File: config.mk
export PLATFORM = sky130hd
export DESIGN_NAME = pps_timebase
export DESIGN_NICKNAME = d
export VERILOG_FILES = /design/src/rtl/ptb_pkg.sv /design/src/rtl/ptb_pps_sync.sv /design/src/rtl/ptb_load_ctrl.sv /design/src/rtl/ptb_counter.sv /design/src/rtl/pps_timebase.sv
export SDC_FILE = /design/constraint.sdc
export NUM_CORES = 1
export LEC_CHECK = 0
export ABC_CLOCK_PERIOD_IN_PS = 4200
export BUFFER_PORTS_ARGS = -buffer_cell sky130_fd_sc_hd__buf_2
export CAP_MARGIN = 20
export CORE_AREA = 5 5 125 127
export CTS_BUF_LIST = sky130_fd_sc_hd__clkbuf_2
export DETAILED_ROUTE_END_ITERATION = 7
export DIE_AREA = 0 0 130 132
export GPL_TIMING_DRIVEN = 1
export PLACE_DENSITY = 0.64
export SKIP_CTS_REPAIR_TIMING = 1
export SYNTH_ARGS = -nofsm -noshare
export SYNTH_HDL_FRONTEND = slang
export SYNTH_SLANG_ARGS = --single-unit
File: constraint.sdc
create_clock -name clk -period 4.2 [get_ports clk]
set_clock_uncertainty 0.1 [all_clocks]
set_input_delay 0.84 -clock clk [delete_from_list [all_inputs] [get_ports clk]]
set_output_delay 0.84 -clock clk [all_outputs]
set_load 0.02 [all_outputs]
File: src/rtl/ptb_pkg.sv
package ptb_pkg;

    // Register addresses; the commit register must be the last one written.
    typedef enum logic [1:0] {
        ADDR_SECS  = 2'd0,
        ADDR_TICKS = 2'd1,
        ADDR_FLAGS = 2'd2,
        ADDR_CMD   = 2'd3
    } reg_addr_e;

    localparam int FLAG_EDGE_BIT = 0;   // 1 = rising edge qualifies
    localparam int FLAG_SRC_BIT  = 1;   // 1 = input B
    localparam int CMD_NOW_BIT   = 0;   // 1 = load immediately
    localparam int FLAG_W        = 2;

endpackage

File: src/rtl/ptb_pps_sync.sv
module ptb_pps_sync #(
    parameter int SYNC_STAGES = 2
) (
    input  logic clk,
    input  logic rst_n,
    input  logic pps_a_i,
    input  logic pps_b_i,
    input  logic src_sel_i,
    input  logic rise_sel_i,
    output logic evt_o
);
    localparam int LAST_STG = SYNC_STAGES - 1;

    typedef struct packed {
        logic [SYNC_STAGES-1:0] chain;
        logic                   prev;
    } sync_state_t;

    sync_state_t st_d, st_q;
    logic        pps_sel;
    logic        rise_hit, fall_hit;

    always_comb begin
        pps_sel = src_sel_i ? pps_b_i : pps_a_i;
        st_d = st_q;
        st_d.chain = {st_q.chain[LAST_STG-1:0], pps_sel};
        st_d.prev  = st_q.chain[LAST_STG];
        rise_hit = st_q.chain[LAST_STG] & ~st_q.prev;
        fall_hit = ~st_q.chain[LAST_STG] & st_q.prev;
        evt_o    = rise_sel_i ? rise_hit : fall_hit;
    end

    always_ff @(posedge clk or negedge rst_n) begin
        if (!rst_n) begin
            st_q <= '0;
        end else begin
            st_q <= st_d;
        end
    end


    evt_single_chk: assert property (@(posedge clk) disable iff (!rst_n)
        evt_o |=> (!evt_o || (rise_sel_i != $past(rise_sel_i))));

endmodule

File: src/rtl/ptb_load_ctrl.sv
module ptb_load_ctrl
    import ptb_pkg::*;
#(
    parameter int DATA_W = 32,
    parameter int SEC_W  = 32,
    parameter int TICK_W = 32
) (
    input  logic              clk,
    input  logic              rst_n,
    input  logic              wr_en_i,
    input  logic [1:0]        wr_addr_i,
    input  logic [DATA_W-1:0] wr_data_i,
    input  logic              pps_evt_i,
    output logic [SEC_W-1:0]  stage_secs_o,
    output logic [TICK_W-1:0] stage_ticks_o,
    output logic              src_sel_o,
    output logic              rise_sel_o,
    output logic              load_o
);

    typedef struct packed {
        logic [SEC_W-1:0]  secs;
        logic [TICK_W-1:0] ticks;
        logic [FLAG_W-1:0] flags;
        logic              armed;
    } ctrl_state_t;

    ctrl_state_t st_d, st_q;
    logic        cmd_wr, now_wr, arm_wr;

    always_comb begin
        cmd_wr = wr_en_i && (reg_addr_e'(wr_addr_i) == ADDR_CMD);
        now_wr = cmd_wr && wr_data_i[CMD_NOW_BIT];
        arm_wr = cmd_wr && !wr_data_i[CMD_NOW_BIT];

        st_d = st_q;
        if (wr_en_i) begin
            unique case (reg_addr_e'(wr_addr_i))
                ADDR_SECS:  st_d.secs  = wr_data_i[SEC_W-1:0];
                ADDR_TICKS: st_d.ticks = wr_data_i[TICK_W-1:0];
                ADDR_FLAGS: st_d.flags = wr_data_i[FLAG_W-1:0];
                default:    ;
            endcase
        end

        if (now_wr) begin
            st_d.armed = 1'b0;
        end else if (arm_wr) begin
            st_d.armed = 1'b1;
        end else if (st_q.armed && pps_evt_i) begin
            st_d.armed = 1'b0;
        end

        load_o        = now_wr || (st_q.armed && pps_evt_i);
        stage_secs_o  = st_q.secs;
        stage_ticks_o = st_q.ticks;
        src_sel_o     = st_q.flags[FLAG_SRC_BIT];
        rise_sel_o    = st_q.flags[FLAG_EDGE_BIT];
    end

    always_ff @(posedge clk or negedge rst_n) begin
        if (!rst_n) begin
            st_q <= '0;
        end else begin
            st_q <= st_d;
        end
    end


    arm_once_chk: assert property (@(posedge clk) disable iff (!rst_n)
        (st_q.armed && pps_evt_i && !cmd_wr) |=> !st_q.armed);


    now_disarm_chk: assert property (@(posedge clk) disable iff (!rst_n)
        now_wr |=> !st_q.armed);

endmodule

File: src/rtl/ptb_counter.sv
module ptb_counter #(
    parameter int SEC_W         = 32,
    parameter int TICK_W        = 32,
    parameter int TICKS_PER_SEC = 100_000_000
) (
    input  logic              clk,
    input  logic              rst_n,
    input  logic              load_i,
    input  logic [SEC_W-1:0]  load_secs_i,
    input  logic [TICK_W-1:0] load_ticks_i,
    output logic [SEC_W-1:0]  secs_o,
    output logic [TICK_W-1:0] ticks_o
);
    localparam logic [TICK_W-1:0] LAST_TICK = TICK_W'(TICKS_PER_SEC - 1);
    localparam logic [TICK_W-1:0] TICK_ONE  = TICK_W'(1);
    localparam logic [SEC_W-1:0]  SEC_ONE   = SEC_W'(1);

    typedef struct packed {
        logic [SEC_W-1:0]  secs;
        logic [TICK_W-1:0] ticks;
    } cnt_state_t;

    cnt_state_t st_d, st_q;

    always_comb begin
        st_d = st_q;
        if (load_i) begin
            st_d.secs  = load_secs_i;
            st_d.ticks = load_ticks_i;
        end else if (st_q.ticks >= LAST_TICK) begin
            st_d.ticks = '0;
            st_d.secs  = st_q.secs + SEC_ONE;
        end else begin
            st_d.ticks = st_q.ticks + TICK_ONE;
        end
        secs_o  = st_q.secs;
        ticks_o = st_q.ticks;
    end

    always_ff @(posedge clk or negedge rst_n) begin
        if (!rst_n) begin
            st_q <= '0;
        end else begin
            st_q <= st_d;
        end
    end


    tick_step_chk: assert property (@(posedge clk) disable iff (!rst_n)
        (!load_i && st_q.ticks < LAST_TICK) |=>
        (ticks_o == $past(ticks_o) + TICK_ONE && secs_o == $past(secs_o)));


    tick_wrap_chk: assert property (@(posedge clk) disable iff (!rst_n)
        (!load_i && st_q.ticks == LAST_TICK) |=>
        (ticks_o == '0 && secs_o == $past(secs_o) + SEC_ONE));


    load_take_chk: assert property (@(posedge clk) disable iff (!rst_n)
        load_i |=> (secs_o == $past(load_secs_i) && ticks_o == $past(load_ticks_i)));

endmodule

File: src/rtl/pps_timebase.sv
module pps_timebase #(
    parameter int DATA_W        = 32,
    parameter int SEC_W         = 32,
    parameter int TICK_W        = 32,
    parameter int TICKS_PER_SEC = 100_000_000,
    parameter int SYNC_STAGES   = 2
) (
    input  logic              clk,
    input  logic              rst_n,
    input  logic              wr_en,
    input  logic [1:0]        wr_addr,
    input  logic [DATA_W-1:0] wr_data,
    input  logic              pps_a,
    input  logic              pps_b,
    output logic [SEC_W-1:0]  secs_o,
    output logic [TICK_W-1:0] ticks_o,
    output logic              pps_evt_o
);

    logic [SEC_W-1:0]  stage_secs;
    logic [TICK_W-1:0] stage_ticks;
    logic              src_sel, rise_sel, load;

    ptb_pps_sync #(
        .SYNC_STAGES (SYNC_STAGES)
    ) u_sync (
        .clk        (clk),
        .rst_n      (rst_n),
        .pps_a_i    (pps_a),
        .pps_b_i    (pps_b),
        .src_sel_i  (src_sel),
        .rise_sel_i (rise_sel),
        .evt_o      (pps_evt_o)
    );

    ptb_load_ctrl #(
        .DATA_W (DATA_W),
        .SEC_W  (SEC_W),
        .TICK_W (TICK_W)
    ) u_ctrl (
        .clk           (clk),
        .rst_n         (rst_n),
        .wr_en_i       (wr_en),
        .wr_addr_i     (wr_addr),
        .wr_data_i     (wr_data),
        .pps_evt_i     (pps_evt_o),
        .stage_secs_o  (stage_secs),
        .stage_ticks_o (stage_ticks),
        .src_sel_o     (src_sel),
        .rise_sel_o    (rise_sel),
        .load_o        (load)
    );

    ptb_counter #(
        .SEC_W         (SEC_W),
        .TICK_W        (TICK_W),
        .TICKS_PER_SEC (TICKS_PER_SEC)
    ) u_cnt (
        .clk          (clk),
        .rst_n        (rst_n),
        .load_i       (load),
        .load_secs_i  (stage_secs),
        .load_ticks_i (stage_ticks),
        .secs_o       (secs_o),
        .ticks_o      (ticks_o)
    );

endmodule

# Yosys cells after proc, flatten, opt, wreduce, memory -nomap -nowiden
# Cells that the tools add are included.
# op_classes
addsub,2
mux,8
bitwise,4
magnitude_cmp,1
n_eq_ne,3
n_reduce_logical,12
# ops
op,n
adder 32 x 1 -> 32 bit (second input constant),2
two-way mux 32 bit,2
two-way mux 64 bit,1
>= comparator 32 x 27 -> 1 bit (second input constant),1
AND reduction 2 bit,3
two-way mux 1 bit,5
== test 2 bit (second input constant),2
logical AND 1 bit,4
nonzero test 3 bit,1
bitwise AND 1 bit,2
== test 2 x 1 -> 1 bit (second input constant),1
logical NOT 2 bit,1
inverter 1 bit,2
nonzero test 2 bit,1
logical NOT 1 bit,1
logical OR 1 bit,1
# totals
in_bits,39
word_cells,38
out_inout_bits,65
reg_bits,134

# Depth between registers and ports, before layout
# Gate-level depths: netlist of the first run.
# depth
depth_word,7
ltp_mapped,9

# Hierarchy
# A second synthesis of the first run with hierarchy kept.
# hier_totals
cells_unflattened,645
area_unflattened_um2,6864.1
# by_module_without_submodules
module,area_per_inst_um2,n_inst,cells_each
ptb_counter,3708.6,1,426
ptb_load_ctrl,3046.7,1,212
ptb_pps_sync,108.9,1,7

# Least setup slack after synthesis of the first run
# No wires, ideal clock.
# synth_path
path_kind,in2reg
from,in wr_en
to,reg u_cnt.st_q (netlist bit u_cnt.secs_o[24])
stages,7
setup_slack_ns,1.976
t_arrival_ns,2.005
cell_sequence,nand4_1 -> and3_1 -> and4_1 -> buf_2 -> buf_1 -> a21oi_1 -> o2bb2a_4
# synth_between
elab_chain_cells,4
elab_cells_between_ends,5
cone_classes,mux (1); reduce/logical (4)
# synth_rtl
element,line,text
"start, declared",pps_timebase.sv:10,"input logic wr_en,"
logical AND 1 bit (*),ptb_load_ctrl.sv:32,cmd_wr = wr_en_i && (reg_addr_e'(wr_addr_i) == ADDR_CMD);
logical AND 1 bit (*),ptb_load_ctrl.sv:33,now_wr = cmd_wr && wr_data_i[CMD_NOW_BIT];
logical OR 1 bit (*),ptb_load_ctrl.sv:54,load_o = now_wr || (st_q.armed && pps_evt_i);
two-way mux 64 bit / nonzero test 2 bit (equally long branches),--,
"end signal, assigned",ptb_counter.sv:44,st_q <= st_d;
"end, declared",ptb_counter.sv:23,"cnt_state_t st_d, st_q;"
# Every way passes the cells marked *; elsewhere a longest branch is shown, timed or not.
# A chain may end at the register's enable or synchronous reset.

# Worst setup path after layout of the first run
# layout_path
from,reg u_cnt.st_q (netlist bit u_cnt.secs_o[0])
to,reg u_cnt.st_q (netlist bit u_cnt.secs_o[24])
# layout_between
elab_chain_cells,3
# layout_rtl
element,line,text
adder 32 x 1 -> 32 bit,ptb_counter.sv:32,st_d.secs = st_q.secs + SEC_ONE;
two-way mux 32 bit,ptb_counter.sv:30,end else if (st_q.ticks >= LAST_TICK) begin
two-way mux 64 bit,ptb_counter.sv:27,if (load_i) begin
# No other way between the ends. The select of a mux whose other input is x is not followed.

==> impl_metrics.ini, run 1 <==
[worst_setup_path]
cpMaxStageDelayCell = nor4_4
reg2reg_slack_ns = 1.44
crit_start = u_cnt.secs_o[0]$_DFFE_PN0P_
critPathLaunchType = flip-flop
crit_top_cell = nand3_1
path_max_fanout = 16
reg2reg_depth = 6
endpoint_kind = flip-flop
reg2reg_to = u_cnt.secs_o[24]$_DFFE_PN0P_
r2r-start = u_cnt.secs_o[0]$_DFFE_PN0P_
criticalPathCategory = flip-flop to flip-flop
critical_path.endpoint = u_cnt.secs_o[24]$_DFFE_PN0P_
cp_cell_sequence = ha_1 -> nand3_1 -> nor4_4 -> nand3_1 -> o22ai_1 -> o2bb2a_4
critPathMaxStageDelay_ns = 0.89
critical_path_required_ns = 4.70
arrival_ns = 3.26

[yosys]
yosysUniqueCellTypes = 57
synth_area_um2 = 6580
synth_edf_count = 0
syn_area_per_cell_um2 = 11.3
syn_nets = 625
yosysTopAreaCellShare_pct = 51.0
ys_warn_count = 0
seq_area_frac_synth_pct = 51.0
yosysTopAreaCell = dfrtp_1
synthArstFlopShare_pct = 100
ys.flop_type = dfrtp_1
synth_cells = 584
synth_seq_cells = 134
netlist_top_cells_area = dfrtp_1, mux2_2, nand2_1

[clocking]
cts_made_buffers = 17
cts_tree = done
cts_max_level = 4
clk_path_buf_depth = 2
clkTransAtPathRegs_ns = 0.20
insertion_delay_ns = 0.70
cts_root_buf = clkbuf_2
cts_sinks = 134

[floorplan]
die_h_um = 132
initial_core_util_pct = 45.9
die_area_um2 = 17200
die_x_um = 130
core-area_um2 = 14300
fp-row-count = 44
io_pins = 104

[timing]
rsz0062_at_grt = false
min_period_ns = 2.76
finalSetupViolations = 0
tns_ns = 0
post-route-period-util_pct = 65.8
slew_violations = 0
worstMarginPinSlew_ns = 0.908
finalHoldViolCount = 0
fmax_ghz = 0.362
max_slew_margin_pct = 39.0

[hold_path]
min_path_type = input pin to asynchronous set/reset pin

[detailed_routing]
drc = 0
vias = 5155
post_drt_wl_per_cell_um = 19.1
drt-vias-per-instance = 5.88
ant_nets = 0
drt_iter0_drc = 375
wirelength_um = 16800
dr.pass1.iters = 5

[global_routing]
antenna_found_initial = 0
grt_pass1_wl_um = 26900
overflow = 0
grt_start_max_net_pins = 66
track_usage_pct = 19.9
grt_pass1_vias = 5181

[pwr]
seq_power_share_pct = 48.9
p_comb_share_pct = 34.1
p_sw_share_pct = 41.7
p_int_uw = 2530
power_density_nw_per_um2 = 585
p_clk_share_pct = 17.0
vdd_drop_max_uv = 284
p_leak_uw = 0.00315
p_sw_uw = 1810

[final_layout]
final_layout_size_suffix_gt1_share_pct = 34.5
area_growth_pct = 12.8
num-nets-final = 721
final_cell_area_um2 = 7420
diodes = 0

[place]
placed_area_um2 = 7190
io_buffers = 103
gp_congestion = 0.860
dp_hpwl_um = 12000

[status]
status = completed

[job]
max-cap-violations = 0
-- Yosys cell counts (7+ instances only) --
cell	instances
dfrtp_1	134
mux2_2	67
nand2_1	54
a21oi_1	39
o21ai_0	30
nor2_1	22
a31oi_1	21
nand3_1	21
nand4_1	16
o22ai_1	16
xor2_1	14
clkbuf_1	13
xnor2_1	10
o2bb2a_4	9
buf_2	8
o22a_1	8
o2bb2a_1	8
and2_1	7
and3_1	7
and4_1	7
-- cells in the final DEF (no fill, tap or decap), drive strengths merged, types with 3 or more instances in the layout --
cell type,n
and4,7
a31o,3
a41oi,4
dfrtp,134
xor2,14
o21ai,33
clkbuf,17
a21oi,39
mux2,67
xnor2,10
inv,5
a2bb2oi,5
nor4,8
nand3,23
clkinvlp,6
clkinv,7
nand4,17
nor2,22
o2bb2a,17
nand2,55
and3,7
buf,114
nor3,5
o22a,8
and2,8
o22ai,16
a31oi,21
-- through the flow --
stage	total power (uW)	worst slack, ns	cells	util (%)	hold slack (ns)
3_5_place_dp	3640	1.38	845	50.3	0.253
3_3_place_gp	3590	1.47	845	50.3	0.233
6_report	4340	1.44	877	51.8	0.117
4_1_cts	4380	1.45	877	51.8	0.0766
2_1_floorplan	3060	1.98	584	-	0.231
5_1_grt	4600	1.27	877	51.8	0.0992
-- kinds of logic (layout without fill, tap and decap cells) --
group | after synthesis | count (layout) | synth area share (%)
fa+ha+maj | 2 | 2 | 0.381
simple gates | 163 | 163 | 13.8
xor+xnor | 24 | 24 | 3.20
flops | 134 | 134 | 51.0
mux | 68 | 68 | 11.6
buf+inv | 42 | 151 | 3.67
compound gates | 151 | 151 | 16.3
-- registers in the layout, indices dropped and copies added (netlist names) --
| signal | flops |
|---|---|
| u_cnt.secs_o | 32 |
| u_cnt.ticks_o | 32 |
| u_ctrl.rise_sel_o | 1 |
| u_ctrl.src_sel_o | 1 |
| u_ctrl.st_q | 1 |
| u_ctrl.stage_secs_o | 32 |
| u_ctrl.stage_ticks_o | 32 |
| u_sync.st_d | 2 |
| u_sync.st_q | 1 |
-- power groups by stage --
stage,Clock [uW],Sequential (uW),Combinational [uW]
after global placement,0,2130,1460
after global routing,817,2180,1610
final,736,2120,1480
after floorplan,0,2320,744
after CTS,760,2120,1500
after detailed placement,0,2140,1500
-- cell type report --
| class | count | area [um2] |
|---|---|---|
| clock buffers | 17 | 85.1 |
| clock inverters | 15 | 139 |
| fillers | 1343 | 6900 |
| inverters | 5 | 18.8 |
| multi-input cells | 408 | 2990 |
| flip-flops and latches | 134 | 3350 |
| well taps | 184 | 230 |
| repair buffers | 114 | 601 |
-- worst min path at each step --
stage                     slack, ns                                  end                startpoint
after floorplan                0.23             u_sync.st_d[0]$_DFF_PN0_  u_sync.st_d[2]$_DFF_PN0_
after global placement         0.23             u_sync.st_d[0]$_DFF_PN0_  u_sync.st_d[2]$_DFF_PN0_
after detailed placement       0.25             u_sync.st_d[0]$_DFF_PN0_  u_sync.st_d[2]$_DFF_PN0_
after CTS                      0.08          u_cnt.secs_o[4]$_DFFE_PN0P_                     rst_n
after global routing            0.1  u_ctrl.stage_secs_o[26]$_DFFE_PN0P_                     rst_n
final                          0.12          u_cnt.ticks_o[20]$_DFF_PN0_                     rst_n
-- worst max-delay path: cells and delay by family (launching register included) --
kind                     cells  cell delay [ns]
adder cells (fa/ha/maj)      1             0.25
AND/OR/NAND/NOR              3             1.35
flip-flops                   1             0.56
AO/OA/AOI/OAI                2             0.41
-- per-layer routing --
layer	track usage [%]	share of wire, %
met5	0	0
met2	32.3	49
met1	26.1	43
met3	5.19	6.3
met4	5.83	1.4
(Power assumes the default switching activity.)
==> run 2, diff against run 1 <==
--- a/config.mk
+++ b/config.mk
@@ -5,13 +5,14 @@
 export SDC_FILE = /design/constraint.sdc
 export NUM_CORES = 1
 export LEC_CHECK = 0
-export ABC_CLOCK_PERIOD_IN_PS = 4200
+export ABC_AREA = 1
+export ABC_CLOCK_PERIOD_IN_PS = 2700
 export BUFFER_PORTS_ARGS = -buffer_cell sky130_fd_sc_hd__buf_2
 export CAP_MARGIN = 20
-export CORE_AREA = 5 5 125 127
+export CORE_AREA = 5 5 129 131
 export CTS_BUF_LIST = sky130_fd_sc_hd__clkbuf_2
 export DETAILED_ROUTE_END_ITERATION = 7
-export DIE_AREA = 0 0 130 132
+export DIE_AREA = 0 0 134 136
 export GPL_TIMING_DRIVEN = 1
 export PLACE_DENSITY = 0.64
 export SKIP_CTS_REPAIR_TIMING = 1
==> constraint.sdc (replaced) <==
create_clock -name clk -period 2.7 [get_ports clk]
set_clock_uncertainty 0.1 [all_clocks]
set_input_delay 0.54 -clock clk [delete_from_list [all_inputs] [get_ports clk]]
set_output_delay 0.54 -clock clk [all_outputs]
set_load 0.02 [all_outputs]
==> run 2 against run 1 <==
Die area rose by 6.2%. Largest cell class unchanged. Critical endpoint is now u_cnt.secs_o[30]$_DFFE_PN0P_. Non-clock buffer count increased by 34. Sequential share of layout area fell by 5.1 points. Worst setup slack got worse by 0.94 ns. Total power increased by 51%. Fmax rose by 25%. Critical path type unchanged. Synthesized cell count is 67% higher. Register-to-register slack lost 0.94 ns. Clock power rose by 79%.
==> impl_metrics.ini, run 2 <==
[worst_setup_path]
arrival_ns = 2.76
cpMaxStageDelayCell = dfrtp_1
crit_start = u_cnt.ticks_o[0]$_DFF_PN0_
crit_top_cell = nand2_1
endpoint_kind = flip-flop
reg2reg_slack_ns = 0.50
critPathMaxStageDelay_ns = 0.45
critPathLaunchType = flip-flop
critical_path_required_ns = 3.26
criticalPathCategory = flip-flop to flip-flop
cp_cell_sequence = ha_1 -> nand2_2 -> inv_2 -> nand2_4 -> nor2_4 -> nand2_1 -> nand2_1 -> nand2_2 -> nand2_1 -> nor2_4 -> buf_4 -> nand2_1 -> nand2_1
reg2reg_to = u_cnt.secs_o[30]$_DFFE_PN0P_
r2r-start = u_cnt.ticks_o[0]$_DFF_PN0_
reg2reg_depth = 13
path_max_fanout = 32

[hold_path]
whs_path_depth = 3
hold_path_end = u_ctrl.stage_secs_o[0]$_DFFE_PN0P_
min_path_type = input pin to flip-flop
hold_start = wr_data[0]

[final_layout]
mostFrequentLayoutCells = nand2_1, dfrtp_1, o21ai_0, buf_2, nor2_1
mostFrequentLayoutCell = nand2_1
area_growth_pct = 17.7
stdcell_count = 1312
final_layout_size_suffix_gt1_share_pct = 14.3
final_cell_area_um2 = 8360
num-nets-final = 1150

[yosys]
synth_seq_cells = 134
yosysTopAreaCell = dfrtp_1
netlist_top_cells_area = dfrtp_1, nand2_1, o21ai_0
synthArstFlopShare_pct = 100
syn_nets = 1014
seq_area_frac_synth_pct = 47.2
synth_commonest_cells = nand2_1, dfrtp_1, o21ai_0
synth_cells = 973
yosysUniqueCellTypes = 36
synth_edf_count = 0
ys.flop_type = dfrtp_1
ys_warn_count = 0
syn_area_per_cell_um2 = 7.30
synth_most_common_cell = nand2_1
yosysTopAreaCellShare_pct = 47.2
synth_area_um2 = 7100

[timing]
post-route-period-util_pct = 81.6
fmax_ghz = 0.454
slew_violations = 0
tns_ns = 0
worstMarginPinSlew_ns = 0.573
finalHoldViolCount = 0
finalSetupViolations = 0
worst_slack_ns = 0.497
rsz0062_at_grt = false
min_period_ns = 2.20
max_slew_margin_pct = 61.8

[clocking]
cts_sinks = 134
clkTransAtPathRegs_ns = 0.20
cts_made_buffers = 17
clk_path_buf_depth = 2
cts_root_buf = clkbuf_2
cts_tree = done
cts_max_level = 4
insertion_delay_ns = 0.73

[detailed_routing]
dr_wl_met3_um = 1120
ant_nets = 0
vias = 6558
drc = 0
top_layer = met4
drt_iter0_drc = 466
wl_met1_um = 9080
wl_met2_um = 9290
wirelength_um = 19700
dr.pass1.iters = 5
post_drt_wl_per_cell_um = 15.0
drt-vias-per-instance = 5.00

[global_routing]
antenna_found_initial = 1
grt_start_max_net_pins = 65
overflow = 0
track_usage_pct = 21.9
grt_pass1_vias = 5961
grt_pass1_wl_um = 31300

[floorplan]
fp-row-count = 46
core-area_um2 = 15500
initial_core_util_pct = 45.8
die_h_um = 136
die_area_um2 = 18200
io_pins = 104
die_x_um = 134

[pwr]
power_density_nw_per_um2 = 785
vdd_drop_max_uv = 381
p_leak_uw = 0.00422
power.total_uw = 6560

[status]
status = completed

[place]
gp_congestion = 0.897
pre_cts_ws_ns = 0.579
dp.cells = 1249
io_buffers = 103
dp_hpwl_um = 14100
placed_area_um2 = 7780

[job]
max-cap-violations = 0
## run 2: kinds of logic after synthesis
| kind of cell | share of synthesized area [%] |
|---|---|
| and+or+nand+nor | 33.0 |
| DFF | 47.2 |
| buffers and inverters | 7.79 |
| AOI/OAI and AO/OA | 8.37 |
| xor gates and xnor gates | 3.08 |
| adders and majority gates | 0.352 |
| muxes | 0.159 |
## run 2: where the power goes
part	internal (uW)	leakage, uW	total, uW	switching, uW
logic	788	0.00235	2200	1410
clock network	582	0.000146	1320	737
registers	2470	0.00172	3040	571
## run 2: per-stage QoR
step	util [%]	hold WS, ns
CTS	51.8	-0.388
floorplan	-	0.144
global route	54.0	0.00529
detailed placement	50.2	0.241
global placement	50.2	0.233
finish	54.0	0.0477
## run 2: worst max-delay path by stage
stage | end | depth (start not counted) | slack, ns
final | u_cnt.secs_o[30]$_DFFE_PN0P_ | 13 | 0.50
after floorplan | u_cnt.secs_o[26]$_DFFE_PN0P_ | 13 | 0.82
after detailed placement | u_cnt.secs_o[28]$_DFFE_PN0P_ | 13 | 0.58
after CTS | pps_evt_o | 4 | 0.44
after global routing | u_cnt.secs_o[18]$_DFFE_PN0P_ | 13 | 0.28
after global placement | u_cnt.ticks_o[17]$_DFF_PN0_ | 13 | 0.61
## run 2: cell type report
type | instances | area (um2)
Clock inverter | 12 | 161
Multi-Input combinational cell | 714 | 3190
Sequential cell | 134 | 3350
Inverter | 94 | 353
Timing Repair Buffer | 148 | 967
Antenna cell | 1 | 2.50
Clock buffer | 17 | 85.1
Tap cell | 192 | 240
Fill cell | 1526 | 7130
## run 2: metal layers
metal  track usage [%]  vias up
met5                 0        -
met4              6.80        0
met3              4.74       21
met2              34.4      196
met1              30.6     3036
li1                  -     3305
## run 2: worst max-delay path, delay by kind of cell, from the launching register on
family / cells / cell delay, ns
adders and majority gates: 1 / 0.24
buffers and inverters: 2 / 0.42
DFF: 1 / 0.45
and+or+nand+nor: 10 / 0.90
